==> src/rtl/rsb_pkg.sv <==
package rsb_pkg;
  typedef enum logic [1:0] {
    ST_IDLE  = 2'd0,
    ST_CMD   = 2'd1,
    ST_RDATA = 2'd2,
    ST_CPL   = 2'd3
  } rsb_state_e;

  localparam logic STAT_OK    = 1'b0;
  localparam logic STAT_ABORT = 1'b1;

  // Clear the two byte-offset bits of an address given at full width.
  function automatic logic [63:0] word_align(input logic [63:0] a);
    return {a[63:2], 2'b00};
  endfunction
endpackage

==> src/rtl/rsb_ctrl.sv <==
module rsb_ctrl
  import rsb_pkg::*;
#(
  parameter int ADDR_W = 32,
  parameter int TAG_W  = 8
) (
  input  logic              clk,
  input  logic              rst_n,
  input  logic              req_fire,
  input  logic              req_write,
  input  logic [ADDR_W-1:0] req_addr,
  input  logic [3:0]        req_be,
  input  logic [31:0]       req_wdata,
  input  logic [TAG_W-1:0]  req_tag,
  output logic              busy,
  output logic              start_evt,
  output logic [ADDR_W-1:0] avm_address,
  output logic              avm_read,
  output logic              avm_write,
  output logic [3:0]        avm_byteenable,
  output logic [31:0]       avm_writedata,
  input  logic [31:0]       avm_readdata,
  input  logic              avm_readdatavalid,
  input  logic              avm_waitrequest,
  output logic              rd_valid,
  input  logic              rd_take,
  output logic [TAG_W-1:0]  rd_tag,
  output logic [31:0]       rd_data
);
  rsb_state_e state;
  logic       is_wr;
  logic       cmd_taken;

  assign busy      = (state != ST_IDLE);
  assign start_evt = req_fire && (state == ST_IDLE);
  assign avm_read  = (state == ST_CMD) && !is_wr;
  assign avm_write = (state == ST_CMD) && is_wr;
  assign cmd_taken = (state == ST_CMD) && !avm_waitrequest;
  assign rd_valid  = (state == ST_CPL);

  always_ff @(posedge clk) begin
    if (!rst_n) begin
      state          <= ST_IDLE;
      is_wr          <= 1'b0;
      avm_address    <= '0;
      avm_byteenable <= '0;
      avm_writedata  <= '0;
      rd_tag         <= '0;
      rd_data        <= '0;
    end else begin
      unique case (state)
        ST_IDLE: if (start_evt) begin
          state          <= ST_CMD;
          is_wr          <= req_write;
          avm_address    <= ADDR_W'(word_align(64'(req_addr)));
          avm_byteenable <= req_be;
          avm_writedata  <= req_wdata;
          rd_tag         <= req_tag;
        end
        ST_CMD: if (cmd_taken) state <= is_wr ? ST_IDLE : ST_RDATA;
        ST_RDATA: if (avm_readdatavalid) begin
          rd_data <= avm_readdata;
          state   <= ST_CPL;
        end
        ST_CPL: if (rd_take) state <= ST_IDLE;
        default: state <= ST_IDLE;
      endcase
    end
  end

  assert_cmd_exclusive_R7: assert property (@(posedge clk) disable iff (!rst_n)
    $onehot0({avm_read, avm_write}));

  assert_start_issues_R2: assert property (@(posedge clk) disable iff (!rst_n)
    start_evt |=> (avm_read || avm_write));

  assert_addr_aligned_R2: assert property (@(posedge clk) disable iff (!rst_n)
    (avm_read || avm_write) |-> (avm_address[1:0] == 2'b00));

  assert_cmd_hold_R3: assert property (@(posedge clk) disable iff (!rst_n)
    ((avm_read || avm_write) && avm_waitrequest) |=>
      ((avm_read || avm_write) && $stable(avm_address) && $stable(avm_writedata)
       && $stable(avm_byteenable) && $stable(avm_write)));

  assert_write_no_cpl_R4: assert property (@(posedge clk) disable iff (!rst_n)
    (avm_write && !avm_waitrequest) |=> !rd_valid);
endmodule

==> src/rtl/rsb_abort_q.sv <==
module rsb_abort_q #(
  parameter int TAG_W = 8
) (
  input  logic             clk,
  input  logic             rst_n,
  input  logic             rej_fire,
  input  logic             rej_write,
  input  logic [TAG_W-1:0] rej_tag,
  input  logic             pop,
  output logic             full,
  output logic [TAG_W-1:0] tag,
  output logic             err_sticky
);
  logic push_rd;
  logic push_wr;

  assign push_rd = rej_fire && !rej_write;
  assign push_wr = rej_fire && rej_write;

  always_ff @(posedge clk) begin
    if (!rst_n) begin
      full       <= 1'b0;
      tag        <= '0;
      err_sticky <= 1'b0;
    end else begin
      if (push_rd) begin
        full <= 1'b1;
        tag  <= rej_tag;
      end else if (pop) begin
        full <= 1'b0;
      end
      if (push_wr) err_sticky <= 1'b1;
    end
  end

  assert_err_sticky_R9: assert property (@(posedge clk) disable iff (!rst_n)
    err_sticky |=> err_sticky);

  assert_abort_kept_R8: assert property (@(posedge clk) disable iff (!rst_n)
    (full && !pop) |=> (full && $stable(tag)));

  assert_no_push_full_R10: assert property (@(posedge clk) disable iff (!rst_n)
    full |-> !push_rd);
endmodule

==> src/rtl/rsb_cpl_mux.sv <==
module rsb_cpl_mux
  import rsb_pkg::*;
#(
  parameter int TAG_W = 8
) (
  input  logic             clk,
  input  logic             rst_n,
  input  logic             rd_valid,
  input  logic [TAG_W-1:0] rd_tag,
  input  logic [31:0]      rd_data,
  input  logic             ab_valid,
  input  logic [TAG_W-1:0] ab_tag,
  input  logic             cpl_ready,
  output logic             cpl_valid,
  output logic [TAG_W-1:0] cpl_tag,
  output logic             cpl_status,
  output logic [31:0]      cpl_data,
  output logic             rd_take,
  output logic             ab_take
);
  logic hold_vld;
  logic hold_ab;
  logic sel_ab;

  // Keep the presented source while stalled; otherwise reads first.
  assign sel_ab    = hold_vld ? hold_ab : (ab_valid && !rd_valid);
  assign cpl_valid = rd_valid || ab_valid;
  assign cpl_tag   = sel_ab ? ab_tag : rd_tag;
  assign cpl_status = sel_ab ? STAT_ABORT : STAT_OK;
  assign cpl_data  = sel_ab ? 32'd0 : rd_data;
  assign rd_take   = cpl_valid && cpl_ready && !sel_ab;
  assign ab_take   = cpl_valid && cpl_ready && sel_ab;

  always_ff @(posedge clk) begin
    if (!rst_n) begin
      hold_vld <= 1'b0;
      hold_ab  <= 1'b0;
    end else begin
      hold_vld <= cpl_valid && !cpl_ready;
      hold_ab  <= sel_ab;
    end
  end

  assert_one_take_R10: assert property (@(posedge clk) disable iff (!rst_n)
    $onehot0({rd_take, ab_take}));

  assert_cpl_stable_R6: assert property (@(posedge clk) disable iff (!rst_n)
    (cpl_valid && !cpl_ready) |=>
      (cpl_valid && $stable(cpl_tag) && $stable(cpl_status) && $stable(cpl_data)));
endmodule

==> src/rtl/rsb_bridge.sv <==
module rsb_bridge
  import rsb_pkg::*;
#(
  parameter int ADDR_W = 32,
  parameter int TAG_W  = 8
) (
  input  logic              clk,
  input  logic              rst_n,
  input  logic              req_valid,
  output logic              req_ready,
  input  logic              req_write,
  input  logic [ADDR_W-1:0] req_addr,
  input  logic [3:0]        req_be,
  input  logic [31:0]       req_wdata,
  input  logic [TAG_W-1:0]  req_tag,
  output logic              cpl_valid,
  input  logic              cpl_ready,
  output logic [TAG_W-1:0]  cpl_tag,
  output logic              cpl_status,
  output logic [31:0]       cpl_data,
  output logic [ADDR_W-1:0] avm_address,
  output logic              avm_read,
  output logic              avm_write,
  output logic [3:0]        avm_byteenable,
  output logic [31:0]       avm_writedata,
  input  logic [31:0]       avm_readdata,
  input  logic              avm_readdatavalid,
  input  logic              avm_waitrequest,
  output logic              err_sticky
);
  logic             req_fire, rej_fire, busy, start_evt;
  logic             rd_valid, rd_take, ab_full, ab_take;
  logic [TAG_W-1:0] rd_tag, ab_tag;
  logic [31:0]      rd_data;

  assign req_ready = !ab_full;
  assign req_fire  = req_valid && req_ready;
  assign rej_fire  = req_fire && busy;

  rsb_ctrl #(.ADDR_W(ADDR_W), .TAG_W(TAG_W)) u_ctrl (
    .clk(clk), .rst_n(rst_n), .req_fire(req_fire), .req_write(req_write),
    .req_addr(req_addr), .req_be(req_be), .req_wdata(req_wdata),
    .req_tag(req_tag), .busy(busy), .start_evt(start_evt),
    .avm_address(avm_address), .avm_read(avm_read), .avm_write(avm_write),
    .avm_byteenable(avm_byteenable), .avm_writedata(avm_writedata),
    .avm_readdata(avm_readdata), .avm_readdatavalid(avm_readdatavalid),
    .avm_waitrequest(avm_waitrequest), .rd_valid(rd_valid), .rd_take(rd_take),
    .rd_tag(rd_tag), .rd_data(rd_data)
  );

  rsb_abort_q #(.TAG_W(TAG_W)) u_abort (
    .clk(clk), .rst_n(rst_n), .rej_fire(rej_fire), .rej_write(req_write),
    .rej_tag(req_tag), .pop(ab_take), .full(ab_full), .tag(ab_tag),
    .err_sticky(err_sticky)
  );

  rsb_cpl_mux #(.TAG_W(TAG_W)) u_mux (
    .clk(clk), .rst_n(rst_n), .rd_valid(rd_valid), .rd_tag(rd_tag),
    .rd_data(rd_data), .ab_valid(ab_full), .ab_tag(ab_tag),
    .cpl_ready(cpl_ready), .cpl_valid(cpl_valid), .cpl_tag(cpl_tag),
    .cpl_status(cpl_status), .cpl_data(cpl_data), .rd_take(rd_take),
    .ab_take(ab_take)
  );

  assert_reject_not_forwarded_R7: assert property (@(posedge clk) disable iff (!rst_n)
    (rej_fire && !(avm_read || avm_write)) |=> !(avm_read || avm_write));

  assert_abort_data_zero_R8: assert property (@(posedge clk) disable iff (!rst_n)
    (cpl_valid && cpl_status == STAT_ABORT) |-> (cpl_data == 32'd0));
endmodule

==> config.mk <==
export PLATFORM = sky130hd
export DESIGN_NAME = rsb_bridge
export DESIGN_NICKNAME = d
export VERILOG_FILES = /design/src/rtl/rsb_pkg.sv /design/src/rtl/rsb_ctrl.sv /design/src/rtl/rsb_abort_q.sv /design/src/rtl/rsb_cpl_mux.sv /design/src/rtl/rsb_bridge.sv
export SDC_FILE = /design/constraint.sdc
export NUM_CORES = 1
export LEC_CHECK = 0
export BUFFER_PORTS_ARGS = -buffer_cell sky130_fd_sc_hd__buf_2
export CORE_MARGIN = 2
export CORE_UTILIZATION = 26
export CTS_CLUSTER_DIAMETER = 80
export CTS_CLUSTER_SIZE = 12
export DETAILED_ROUTE_END_ITERATION = 8
export SYNTH_ARGS = -nofsm -noshare
export SYNTH_HDL_FRONTEND = slang
export SYNTH_SLANG_ARGS = --single-unit
==> constraint.sdc <==
create_clock -name clk -period 2.25 [get_ports clk]
set_clock_uncertainty 0.1 [all_clocks]
set_input_delay 0.1125 -clock clk [delete_from_list [all_inputs] [get_ports clk]]
set_output_delay 0.1125 -clock clk [all_outputs]
set_load 0.05 [all_outputs]
* Word level (Yosys, flattened, before mapping)
Index checks and enable logic that the tools add are counted.
** Cells by class
- Reduce and logical (&&, ||, !) cells :: 27
- Bitwise logic cells :: 0
- Shift-type cells :: 0
- Multiplexer cells :: 12
- Magnitude comparators :: 0
- Equal/unequal tests :: 7
- Div/mod/pow operators :: 0
- Add/subtract/negate cells :: 0
- Multiply operators :: 0
** Operator list (number)
- 32-bit two-way mux :: 1
- 1-bit logical AND :: 13
- 2-bit two-way mux :: 5
- 8-bit two-way mux :: 1
- 2-bit case mux with 4 select lines :: 1
- 1-bit logical NOT :: 7
- 2-bit inequality test (second input constant) :: 3
- 2-bit == test (second input constant) :: 2
- 1-bit two-way mux :: 4
- 2-bit AND reduction :: 2
- 4-bit AND reduction :: 1
- 2-bit nonzero test :: 2
- 2-bit by 1-bit == test with 1-bit output (second input constant) :: 1
- 2-bit logical NOT :: 1
- 2-bit by 1-bit inequality test with 1-bit output (second input constant) :: 1
- 1-bit logical OR :: 1
** Word-level totals
- Bits in read-only memories :: 0
- Memories kept :: 0
- Bits in latches :: 0
- Output and inout bits :: 114
- Flip-flop bits (word level) :: 121
- Logic and storage cells :: 58
- RAM bits :: 0
- Input bits :: 115

* Longest topological paths before layout
Gate-level depths: netlist of the first run.
- Depth after elaboration :: 8
- Gate-level depth with buffers :: 6
- Gate-level depth less buffers :: 3

* Cells and area by module
Synthesis of the first run repeated with hierarchy kept, for this count alone.
** Unflattened totals
- Cells, all modules :: 589
- Area total of the unflattened synthesis :: 5278.8 µm²
** Modules (own cells, without submodules)
- rsb_ctrl :: cells an instance 486, area an instance 4390.5 µm², seq. area each 2182.1 µm², times used 1
- rsb_cpl_mux :: cells an instance 58, area an instance 460.4 µm², seq. area each 40.0 µm², times used 1
- rsb_abort_q :: cells an instance 42, area an instance 409.1 µm², seq. area each 200.2 µm², times used 1
- rsb_bridge :: cells an instance 3, area an instance 18.8 µm², seq. area each 0.0 µm², times used 1

* Least setup slack after synthesis of the first run
Ideal clock, no wire load.
- Kind :: register -> register
- Start :: reg u_ctrl.state[0]
- End :: reg with a tool-made name
- Path slack :: 0.073 ns
- Library setup time :: 0.058 ns
- Data required time :: 2.092 ns
- Stages on the path, launching flop included :: 5
- Buffers on the path :: 1
- Clock period less this slack :: 2.177 ns
- Data arrival time :: 2.019 ns
- Cells stage by stage :: dfxtp_1 -> buf_2 -> nor3b_1 -> nor2b_1 -> o21a_1
** RTL lines
- start, declared :: RTL line rsb_ctrl.sv:30 : rsb_state_e state;
- start signal, assigned :: RTL line rsb_ctrl.sv:60 : ST_CMD: if (cmd_taken) state <= is_wr ? ST_IDLE : ST_RDATA;

* Final worst setup path of the first run
- Start :: reg u_abort.full
- End :: out cpl_tag[3]
** Between the ends
- Word-level cells in the longest chain between the ends :: 3
** RTL lines
- start, declared :: RTL line rsb_abort_q.sv:10 : output logic full,
- start signal, assigned :: RTL line rsb_abort_q.sv:22 : full <= 1'b0;
- start signal, assigned :: RTL line rsb_abort_q.sv:27 : full <= 1'b1;
- start signal, assigned :: RTL line rsb_abort_q.sv:30 : full <= 1'b0;
- 1-bit logical AND :: RTL line rsb_cpl_mux.sv:26 : assign sel_ab = hold_vld ? hold_ab : (ab_valid && !rd_valid);
- 1-bit two-way mux :: RTL line rsb_cpl_mux.sv:26
- 8-bit two-way mux :: RTL line rsb_cpl_mux.sv:28 : assign cpl_tag = sel_ab ? ab_tag : rd_tag;
- end, declared :: RTL line rsb_bridge.sv:18 : output logic [TAG_W-1:0] cpl_tag,
Every way passes these cells.

==> impl_results.md, run 1 <==
- Core ar.: 18600 sq um
- DRT iter0 DRCs: 175
- Status: finished, final reports clean
- EDFF count, synth: 0
- Mux contribution to synthesized area: 3.45%
- I/O pin total: 229
- Leading area contributor after synthesis: dfxtp_1
- Syn_area_per_cell: 8.46 sq um
- Top cells by area, synth: dfxtp_1, nand2_1, a21boi_0
- CTS sink cnt: 121
- DRT Pass-1 Iters: 6
- Total Wirelength: 14.8 mm
- Ys flop type: dfxtp_1
- Total track usage: 14.7%
- CP delay by family, top: buffers and inverters
- Actual slew at the worst max-slew pin: 0.674 ns
- Root buf cell: clkbuf_16
- CP Capture Type: primary output
- Slowest-stage cell, CP: dfxtp_1
- Synth Area in XOR/XNOR: 0%
- Pin count of the biggest net entering global routing: 74
- Antenna Cells: 0
- Port bufs: 224
- Crit-path max FO: 9
- Placed cells: 1013
- Max Clock Freq: 463 MHz
- Post-CTS Setup Inserts: 0
- Critical path type: reg -> out
- Vias in the first global route: 4750
- CP arrival: 1.95 ns
- Vias per std cell: 4.29
- Final period util: 95.9%
- CP Launch Type: flop
- Die height: 142 microns
- Switching Fraction: 30.4%
- Area growth, synth to finish: 62.7%
- Synth unique cells: 28
- YS warnings: 0
- Die ar.: 20100 sq um
- Slew margin rel.: 55.0%
- Adder-cell area share of the yosys netlist: 0%
- Post-Syn Instances: 583
- Max Cap Viol: 0
- Critical path buffer and inverter count: 2
- Final Hold Vio Count: 0
- Via count: 4947
- Fill cells: 1826
- Worst-skew pair later-pin latency: 0.40 ns
- Switch Pwr: 0.00206 W
- Starting Density: 26.5%
- TritonCTS clock tree: built
- Clock Tree Buf Depth: 2
- Post-synth top area share: 49.1%
- Comb pwr share: 23.6%
- Layout cells sized above 1: 30.8%
- Synth cell count leaders: nand2_1, dfxtp_1, a21boi_0
- Simple-Gate Fraction of Synth Area: 24.6%
- Count leader, synth: nand2_1
- First-pass GRT wire length: 23.2 mm
- Critical Path RT: 2.04 ns
- Clk slew on worst S/H paths: 0.05 ns
- Final net count: 1023
- Internal power: 0.00472 W
- Pwr Density: 845 nW/um^2
- Compound-Gate Fraction of Synth Area: 17.5%
- DP Wirelength: 9.31 mm
- Post-synthesis sequential area ratio: 49.1%
- Synth Cell Area: 4930 sq um
- Post-Layout Cell Count: 1154
- Pleak: 3.65 nW
- Gpl congestion: 0.769
- Hold WS: 0.0407 ns
- Synth async-reset ratio: 0%
- Tmin final: 2.16 ns
- Worst min-delay path category: in -> reg
- Site Rows: 50
- Yosys reg bits: 121
- Grt ovf: 0
- Final ANT Viol Nets: 0
- Setup TNS: 0 ns
- Maximum vdd drop: 0.514 mV
- RSZ-0062 raised after global routing: false
- Cts bufs inserted: 17
- Die W: 142 microns
- H-tree depth: 4
- Setup violators final: 0
- WL/cell: 12.8 microns
- Sequential Power Share: 35.2%
- Largest family of logic cells by synthesized area: simple AND/OR/NAND/NOR gates
- Initial antenna violation count: 0
- Drt drc: 0
- Cells along the critical path: nor2b_1 > a21boi_2 > buf_4 > mux2_2 > buf_2
- Final Max Slew Viols: 0
- Clk pwr share: 41.2%
- Slowest stage delay, CP: 0.37 ns
power by group through the flow:
stage / clock network, W / registers [W] / logic [W]
CTS: 0.00290 / 0.00238 / 0.00161
detailed placement: 0 / 0.00243 / 0.00146
global placement: 0 / 0.00242 / 0.00145
global route: 0.00299 / 0.00241 / 0.00172
finish: 0.00279 / 0.00239 / 0.00160
floorplan: 0 / 0.00281 / 0.000641
worst reg2reg max path, delay by kind of cell (launching register included):
kind,cells,cell delay [ns]
AO/OA/AOI/OAI,1,0.07
buffers and inverters,1,0.25
flip-flops,1,0.37
AND/OR/NAND/NOR,2,0.81
layout make-up:
class	instances	area, sq um	share of cell area [%]
flip-flops and latches	121	2430	30.3
clock buffers	24	492	6.13
clock inverters	7	115	1.43
inverters	3	11.3	0.140
repair buffers	351	2430	30.3
well taps	234	293	3.65
multi-input cells	414	2260	28.1
worst paths after layout:
kind | endpoint | from | slack, ns | cells past startpoint
worst min register to register | u_ctrl.avm_address[18] | u_ctrl.avm_address[18] | 0.35 | 2
worst min-delay path | u_ctrl.rd_tag[2] | req_valid | 0.04 | 4
worst max register to register | u_ctrl.avm_byteenable[3] | u_ctrl.state[0] | 0.52 | 4
worst max-delay path | cpl_tag[3] | u_abort.full | 0.09 | 5
logic make-up after synthesis:
| group | after synthesis |
|---|---|
| and+or+nand+nor | 281 |
| DFF | 121 |
| AOI/OAI and AO/OA | 115 |
| buffers and inverters | 49 |
| muxes | 16 |
| other | 1 |
layout by cell type (no fill, tap or decap), types with 6 or more instances in the layout:
master | netlist | layout
a21boi_0 | 57 | 57
nand2_1 | 233 | 233
clkbuf_16 | 0 | 17
a21boi_1 | 50 | 50
and2_1 | 32 | 32
buf_2 | 16 | 223
dlygate4sd3_1 | 0 | 110
mux2_2 | 8 | 8
buf_12 | 0 | 6
dfxtp_1 | 121 | 119
mux2i_1 | 8 | 8
buf_4 | 2 | 12
repair_timing:
item / in CTS / in global routing
endpoints found under the hold margin: 118 / 0
hold buffers: 110 / 0
gates resized for setup: 1 / 2
endpoints found under the setup margin: 8 / 8
flip-flops by register name (all words and copies together) (netlist names), named ones only:
register / count
u_mux.hold_ab: 1
u_ctrl.avm_address: 30
u_ctrl.rd_tag: 8
u_ctrl.avm_writedata: 32
u_ctrl.state: 1
u_abort.err_sticky: 1
u_mux.hold_vld: 1
u_abort.tag: 8
u_ctrl.avm_byteenable: 4
u_ctrl.rd_data: 32
u_abort.full: 1
u_ctrl.is_wr: 1
routing by layer:
| metal | GRT usage (%) | wire length (microns) |
|---|---|---|
| met5 | 0 | 0 |
| met4 | 6.37 | 274 |
| met3 | 4.69 | 930 |
| met2 | 24.9 | 7100 |
| met1 | 17.0 | 6520 |
metrics by stage:
step / area, sq um / total power [W] / setup slack, ns / utilization (%)
3_3_place_gp: 6310 / 0.00388 / 0.392 / 33.8
2_1_floorplan: 4940 / 0.00346 / 0.0733 / -
5_1_grt: 8020 / 0.00712 / 0.000906 / 43.0
3_5_place_dp: 6310 / 0.00389 / 0.389 / 33.8
4_1_cts: 8020 / 0.00690 / 0.00912 / 43.0
6_report: 8020 / 0.00678 / 0.0922 / 43.0
Note: power is estimated with default switching activity, not from simulation.
==> run 2: changes to the inputs <==
--- a/config.mk
+++ b/config.mk
@@ -11,6 +11,7 @@
 export CTS_CLUSTER_DIAMETER = 80
 export CTS_CLUSTER_SIZE = 12
 export DETAILED_ROUTE_END_ITERATION = 8
+export RECOVER_POWER = 100
 export SYNTH_ARGS = -nofsm -noshare
 export SYNTH_HDL_FRONTEND = slang
 export SYNTH_SLANG_ARGS = --single-unit
==> run 2 against run 1 <==
  * Largest power group unchanged
  * Sequential power barely moved
  * Register-to-register slack worse by 0.34 ns
  * Critical path type unchanged
  * First-iteration DRC count is 19% lower
  * Sequential share of layout area is 0.63 points higher
  * Global-route usage unchanged
  * Cell count is the same
  * Count of clock-buffer cells in the layout stayed put
==> impl_results.md, run 2 (synthesized netlist as in run 1, its figures left out) <==
- Status: finished, final reports clean
- Gpl congestion: 0.769 (unchanged)
- Final Max Slew Viols: 0 (unchanged)
- First-pass GRT wire length: 23.2 mm (unchanged)
- Tmin final: 2.15 ns (-0.0115 ns)
- Initial antenna violation count: 0 (unchanged)
- Most frequent cells in the layout: nand2_1, dfxtp_1, buf_2
- RSZ-0062 raised after global routing: false
- Vias per std cell: 4.29 (about the same)
- Cts bufs inserted: 17 (unchanged)
- Worst-skew pair later-pin latency: 0.40 ns (about the same)
- Placed Area: 6310 sq um (unchanged)
- TritonCTS clock tree: built
- Actual slew at the worst max-slew pin: 0.765 ns (+0.0910 ns)
- Clk pwr share: 41.8% (+0.6 points)
- Critical path type: reg -> out
- Fill cells: 1875 (+2.7%)
- Core ar.: 18600 sq um (unchanged)
- WL/cell: 12.8 microns (about the same)
- CP Capture Type: primary output
- Maximum vdd drop: 0.513 mV (-0.19%)
- Antenna Cells: 0 (unchanged)
- Clk slew on worst S/H paths: 0.05 ns (about the same)
- Final Hold Vio Count: 0 (unchanged)
- Area growth, synth to finish: 59.3%
- Clock Tree Buf Depth: 2 (unchanged)
- Grt ovf: 0 (unchanged)
- Die ar.: 20100 sq um (unchanged)
- Switch Pwr: 0.00205 W (-0.40%)
- Switching Fraction: 30.7% (+0.30 points)
- Setup TNS: 0 ns (unchanged)
- Die height: 142 microns (unchanged)
- Vias in the first global route: 4750 (unchanged)
- Commonest non-fill, non-tap cell in the layout: nand2_1
- Layout cells sized above 1: 22.5% (-8.3 points)
- Hold EP: u_ctrl.rd_tag[2]
- Pleak: 3.27 nW (-10%)
- Largest regs: u_ctrl.avm_writedata: 32 flops, u_ctrl.rd_data: 32 flops, u_ctrl.avm_address: 30 flops
- CP Launch Type: flop
- Cells along the critical path: nor2b_1 > a21boi_2 > buf_4 > mux2_2 > clkbuf_2
- Reg2reg end: u_ctrl.avm_byteenable[3]
- Slowest-stage cell, CP: dfxtp_1
- DRT Pass-1 Iters: 4 (-2)
- Total Wirelength: 14.8 mm (about the same)
- Slowest stage delay, CP: 0.36 ns (about the same)
- Sequential Power Share: 35.7% (+0.5 points)
- DP Wirelength: 9.31 mm (unchanged)
- Setup violators final: 0 (unchanged)
- Post-CTS Setup Inserts: 0 (unchanged)
- Total track usage: 14.7% (unchanged)
- Pwr Density: 851 nW/um^2 (+0.70%)
- R2r setup slk: 0.18 ns (-0.34 ns)
- Internal power: 0.00463 W (-1.8%)
- Final period util: 95.4% (-0.51 points)
- Slew margin rel.: 49.2% (-5.9 points)
- Hold_sp: req_valid
- DRT iter0 DRCs: 141 (-19%)
- Drt drc: 0 (unchanged)
- Max Clock Freq: 466 MHz (+0.54%)
- Crit-path max FO: 9 (unchanged)
- Final net count: 1023 (unchanged)
- R2r startpoint: u_ctrl.state[0]
- Pin count of the biggest net entering global routing: 74 (unchanged)
- CTS sink cnt: 121 (unchanged)
- Die W: 142 microns (unchanged)
- Via count: 4951 (+0.081%)
- Port bufs: 224 (unchanged)
- CP delay by family, top: buffers and inverters
- Critical path buffer and inverter count: 2 (unchanged)
- Starting Density: 26.5% (unchanged)
- Worst min-delay path category: in -> reg
- Critical Path RT: 2.04 ns (about the same)
- Comb pwr share: 22.5% (-1.1 points)
- CP arrival: 1.93 ns (-0.02 ns)
- Hold Path Cell Cnt: 4 (unchanged)
- Post-route cell area: 7860 sq um (-2.0%)
- Root buf cell: clkbuf_16
- Worst R2R Path Depth: 5 (+1)
- Max Cap Viol: 0 (unchanged)
- Final ANT Viol Nets: 0 (unchanged)
- Site Rows: 50 (unchanged)
- H-tree depth: 4 (unchanged)
- I/O pin total: 229 (unchanged)
- Worst setup startpoint: u_abort.full
run 2: cell count changes in the layout (fill, tap and decap cells not counted):
cell	delta
a21boi_1	-42
buf_4	-6
nor4b_4	-1
nor4b_2	+1
buf_2	-106
clkbuf_1	+76
a21boi_0	+42
buf_12	-3
clkbuf_2	+39
run 2: how the worst max path moves through the flow:
| stage | to | slack (ns) | depth (start not counted) |
|---|---|---|---|
| 6_report | cpl_tag[1] | 0.10 | 5 |
| 3_3_place_gp | cpl_tag[0] | 0.39 | 5 |
| 5_1_grt | u_ctrl.avm_byteenable[3] | 0.002 | 5 |
| 3_5_place_dp | cpl_tag[3] | 0.39 | 5 |
| 2_1_floorplan | flop | 0.07 | 4 |
| 4_1_cts | cpl_tag[3] | 0.009 | 5 |
run 2: cell type report:
class	instances	area, sq um	area share (%)
sequential	121	2430	30.9
clock buffer	24	492	6.26
multi-input combinational	414	2250	28.6
timing repair buffer	351	2270	28.9
inverter	3	11.3	0.143
clock inverter	7	115	1.46
tap	234	293	3.73
run 2: worst register-to-register path, stage by stage, from the launching register on:
cell	delay [ns]
dfxtp_4	0.37
nor4b_2	0.61
buf_12	0.27
clkbuf_2	0.37
nand2_1	0.12
a21boi_0	0.17
run 2: repair_timing:
action / CTS / global route
hold endpoints to repair: 118 / 0
hold buffers: 110 / 0
setup endpoints to repair: 8 / 8
resized for setup: 1 / 2
run 2: through the flow:
step                      instances  utilization [%]  hold slack, ns  total power [W]  setup WS (ns)
after floorplan                 584                -           0.147          0.00346         0.0733
after global placement         1013             33.8           0.252          0.00388          0.392
after detailed placement       1013             33.8           0.259          0.00389          0.389
after CTS                      1154             43.0          0.0228          0.00690        0.00912
after global routing           1154             42.2           0.112          0.00702        0.00166
final                          1154             42.2           0.109          0.00669          0.104
run 2: routing by layer:
layer / global-route usage, % / part of all wire, % / vias to the layer above
li1: - / - / 2520
met1: 17.0 / 44 / 2265
met2: 24.9 / 48 / 152
met3: 4.69 / 6.2 / 14
met4: 6.37 / 1.8 / 0
met5: 0 / 0 / -
run 2: power groups by stage:
stage | sequential [W] | combinational, W | clock [W]
2_1_floorplan | 0.00281 | 0.000641 | 0
3_3_place_gp | 0.00242 | 0.00145 | 0
3_5_place_dp | 0.00243 | 0.00146 | 0
4_1_cts | 0.00238 | 0.00161 | 0.00290
5_1_grt | 0.00241 | 0.00163 | 0.00299
6_report | 0.00239 | 0.00151 | 0.00279
==> run 3: changes to the inputs <==
--- a/config.mk
+++ b/config.mk
@@ -5,6 +5,7 @@
 export SDC_FILE = /design/constraint.sdc
 export NUM_CORES = 1
 export LEC_CHECK = 0
+export ABC_AREA = 1
 export BUFFER_PORTS_ARGS = -buffer_cell sky130_fd_sc_hd__buf_2
 export CORE_MARGIN = 2
 export CORE_UTILIZATION = 26
@@ -12,6 +13,7 @@
 export CTS_CLUSTER_SIZE = 12
 export DETAILED_ROUTE_END_ITERATION = 8
 export RECOVER_POWER = 100
+export SETUP_SLACK_MARGIN = 0.3
 export SYNTH_ARGS = -nofsm -noshare
 export SYNTH_HDL_FRONTEND = slang
 export SYNTH_SLANG_ARGS = --single-unit
==> run 3 against run 2 <==
  * Area after synthesis shrank 6.5%
  * Setup slack improved by 0.19 ns
  * Flip-flop and latch count unchanged
  * Clock power is 2% lower
  * Sequential power increased by 21%
  * Cell count is 0.78% higher
  * Synthesized cell count grew 3.9%
  * Global-route usage up 0.40 points
  * Critical path type unchanged
  * Final area fell by 5.3%
  * Wire length shrank 1.8%
==> impl_results.md, run 3 <==
- First-pass GRT wire length: 22.2 mm (-4.2%)
- Synth unique cells: 22 (-21%)
- Site Rows: 48 (-4.0%)
- Final ANT Viol Nets: 0 (unchanged)
- Pre-CTS setup slack: 0.639 ns (+0.249 ns)
- DP Wirelength: 8.75 mm (-5.9%)
- Post-Syn Instances: 606 (+3.9%)
- Root buf cell: clkbuf_16
- Total track usage: 15.1% (+0.40 points)
- Starting Density: 26.7% (+0.20 points)
- Pin count of the biggest net entering global routing: 74 (unchanged)
- Antenna Cells: 0 (unchanged)
- Synth cell count leaders: nor2_1, dfxtp_1, o21ai_0
- Max Cap Viol: 0 (unchanged)
- Drt drc: 0 (unchanged)
- Placed Area: 5860 sq um (-7.2%)
- Max Clock Freq: 511 MHz (+9.7%)
- Final Worst Setup Slack: 0.294 ns (+0.191 ns)
- Critical Path RT: 2.04 ns (about the same)
- Clk slew on worst S/H paths: 0.05 ns (about the same)
- Die ar.: 18800 sq um (-6.3%)
- WL/cell: 12.5 microns (-2.5%)
- EDFF count, synth: 0 (unchanged)
- Final net count: 1040 (+1.7%)
- Final Hold Vio Count: 0 (unchanged)
- Port bufs: 224 (unchanged)
- CP Launch Type: flop
- RSZ-0062 raised after global routing: true
- CP arrival: 1.74 ns (-0.19 ns)
- Critical path type: reg -> out
- Ys flop type: dfxtp_1
- Synth async-reset ratio: 0% (unchanged)
- Vias per std cell: 4.29 (about the same)
- Gpl congestion: 0.741 (-3.6%)
- Layout cells sized above 1: 20.9% (-1.6 points)
- Initial antenna violation count: 0 (unchanged)
- Actual slew at the worst max-slew pin: 0.711 ns (-0.0544 ns)
- Grt ovf: 0 (unchanged)
- DRT iter0 DRCs: 251 (+78%)
- Clock Tree Buf Depth: 2 (unchanged)
- Post-CTS Setup Inserts: 0 (unchanged)
- Area growth, synth to finish: 61.5%
- Setup violators final: 0 (unchanged)
- Largest regs: u_ctrl.avm_writedata: 32 flops, u_ctrl.rd_data: 32 flops, u_ctrl.avm_address: 30 flops
- YS warnings: 0 (unchanged)
- Syn_area_per_cell: 7.61 sq um (-10%)
- Yosys reg bits: 121 (unchanged)
- Worst R2R Path Depth: 4 (-1)
- Most frequent cells in the layout: nor2_1, dfxtp_1, buf_2
- I/O pin total: 229 (unchanged)
- Worst-skew pair later-pin latency: 0.41 ns (about the same)
- Maximum vdd drop: 0.532 mV (+3.8%)
- DRT Pass-1 Iters: 4 (unchanged)
- Synth Cell Area: 4610 sq um (-6.5%)
- H-tree depth: 4 (unchanged)
- CTS sink cnt: 121 (unchanged)
- Crit-path max FO: 34 (+25)
- Die height: 137 microns (-3.2%)
- Post-route cell area: 7440 sq um (-5.3%)
- Hold Path Cell Cnt: 5 (+1)
- Setup TNS: 0 ns (unchanged)
- Pwr Density: 1280 nW/um^2 (+50%)
- Vias in the first global route: 4572 (-3.7%)
- Worst min-delay path category: in -> reg
- Via count: 4990 (+0.79%)
- Core ar.: 17300 sq um (-7.2%)
- Total Wirelength: 14.6 mm (-1.8%)
- Post-synth top area share: 52.5% (+3.4 points)
- TritonCTS clock tree: built
- Slew margin rel.: 52.5% (+3.3 points)
- Die W: 137 microns (-3.2%)
- Commonest non-fill, non-tap cell in the layout: nor2_1
- Post-synthesis sequential area ratio: 52.5% (+3.4 points)
- Pleak: 3.25 nW (-0.63%)
- Tmin final: 1.96 ns (-0.191 ns)
- Final Max Slew Viols: 0 (unchanged)
- Leading area contributor after synthesis: dfxtp_1
- Cts bufs inserted: 17 (unchanged)
- Status: finished, final reports clean
- Final period util: 86.9% (-8.5 points)
- Top cells by area, synth: dfxtp_1, nor2_1, o21ai_0
- Count leader, synth: nor2_1
- CP Capture Type: primary output
-- run 3: cell type report --
cell class              count  area, sq um
fillers                  1765         9850
flip-flops and latches    121         2420
repair buffers            341         2260
multi-input cells         392         1690
clock buffers              19          433
well taps                 225          282
inverters                  52          200
clock inverters            13          154
-- run 3: logic make-up (layout without fill, tap and decap cells) --
kind of cell	after synthesis	after routing	share of synthesized area [%]
AND/OR/NAND/NOR	224	224	19.0
AO/OA/AOI/OAI	166	166	18.0
flip-flops	121	121	52.5
buffers and inverters	94	425	10.4
other	1	2	0.0813
-- run 3: final timing paths --
path	from	slack [ns]	end
min reg2reg	u_abort.tag[2]	0.35	u_abort.tag[2]
max	flop	0.29	cpl_data[22]
max reg2reg	flop	0.43	u_ctrl.rd_data[20]
min	req_valid	0.03	u_abort.err_sticky
-- run 3: repair_timing --
item                                   in CTS  in global routing
resized for setup                          23                 29
setup endpoints to repair                  41                 30
endpoints found under the hold margin     119                  0
hold buffers                              109                  0
-- run 3: per-stage QoR --
step	utilization (%)	instances	power [W]	hold slack, ns
5_1_grt	43.0	1163	0.0101	0.0588
6_report	43.0	1163	0.00950	0.0340
3_5_place_dp	33.9	1022	0.00676	0.218
2_1_floorplan	-	607	0.00597	0.0918
4_1_cts	43.9	1163	0.00976	0.0272
3_3_place_gp	33.9	1022	0.00673	0.219
-- run 3: metal layers --
metal,part of all wire [%],global-route usage [%],routed length [microns]
met1,43,17.7,6230
met2,49,25.3,7110
met3,5.7,4.48,832
met4,2.7,6.82,397
met5,0,0,0
-- run 3: critical path, stage by stage (launching register included) --
cell	delay, ns
dfxtp_1	0.42
nand2_1	0.10
nand2_1	0.08
nand2_2	0.10
buf_12	0.19
nor2_1	0.13
clkbuf_2	0.30
-- run 3: power breakdown --
part | switching (W) | leakage [nW] | internal [W]
clock network | 0.00101 | 0.290 | 0.00173
registers | 0.000231 | 0.994 | 0.00267
logic | 0.00296 | 1.96 | 0.000908
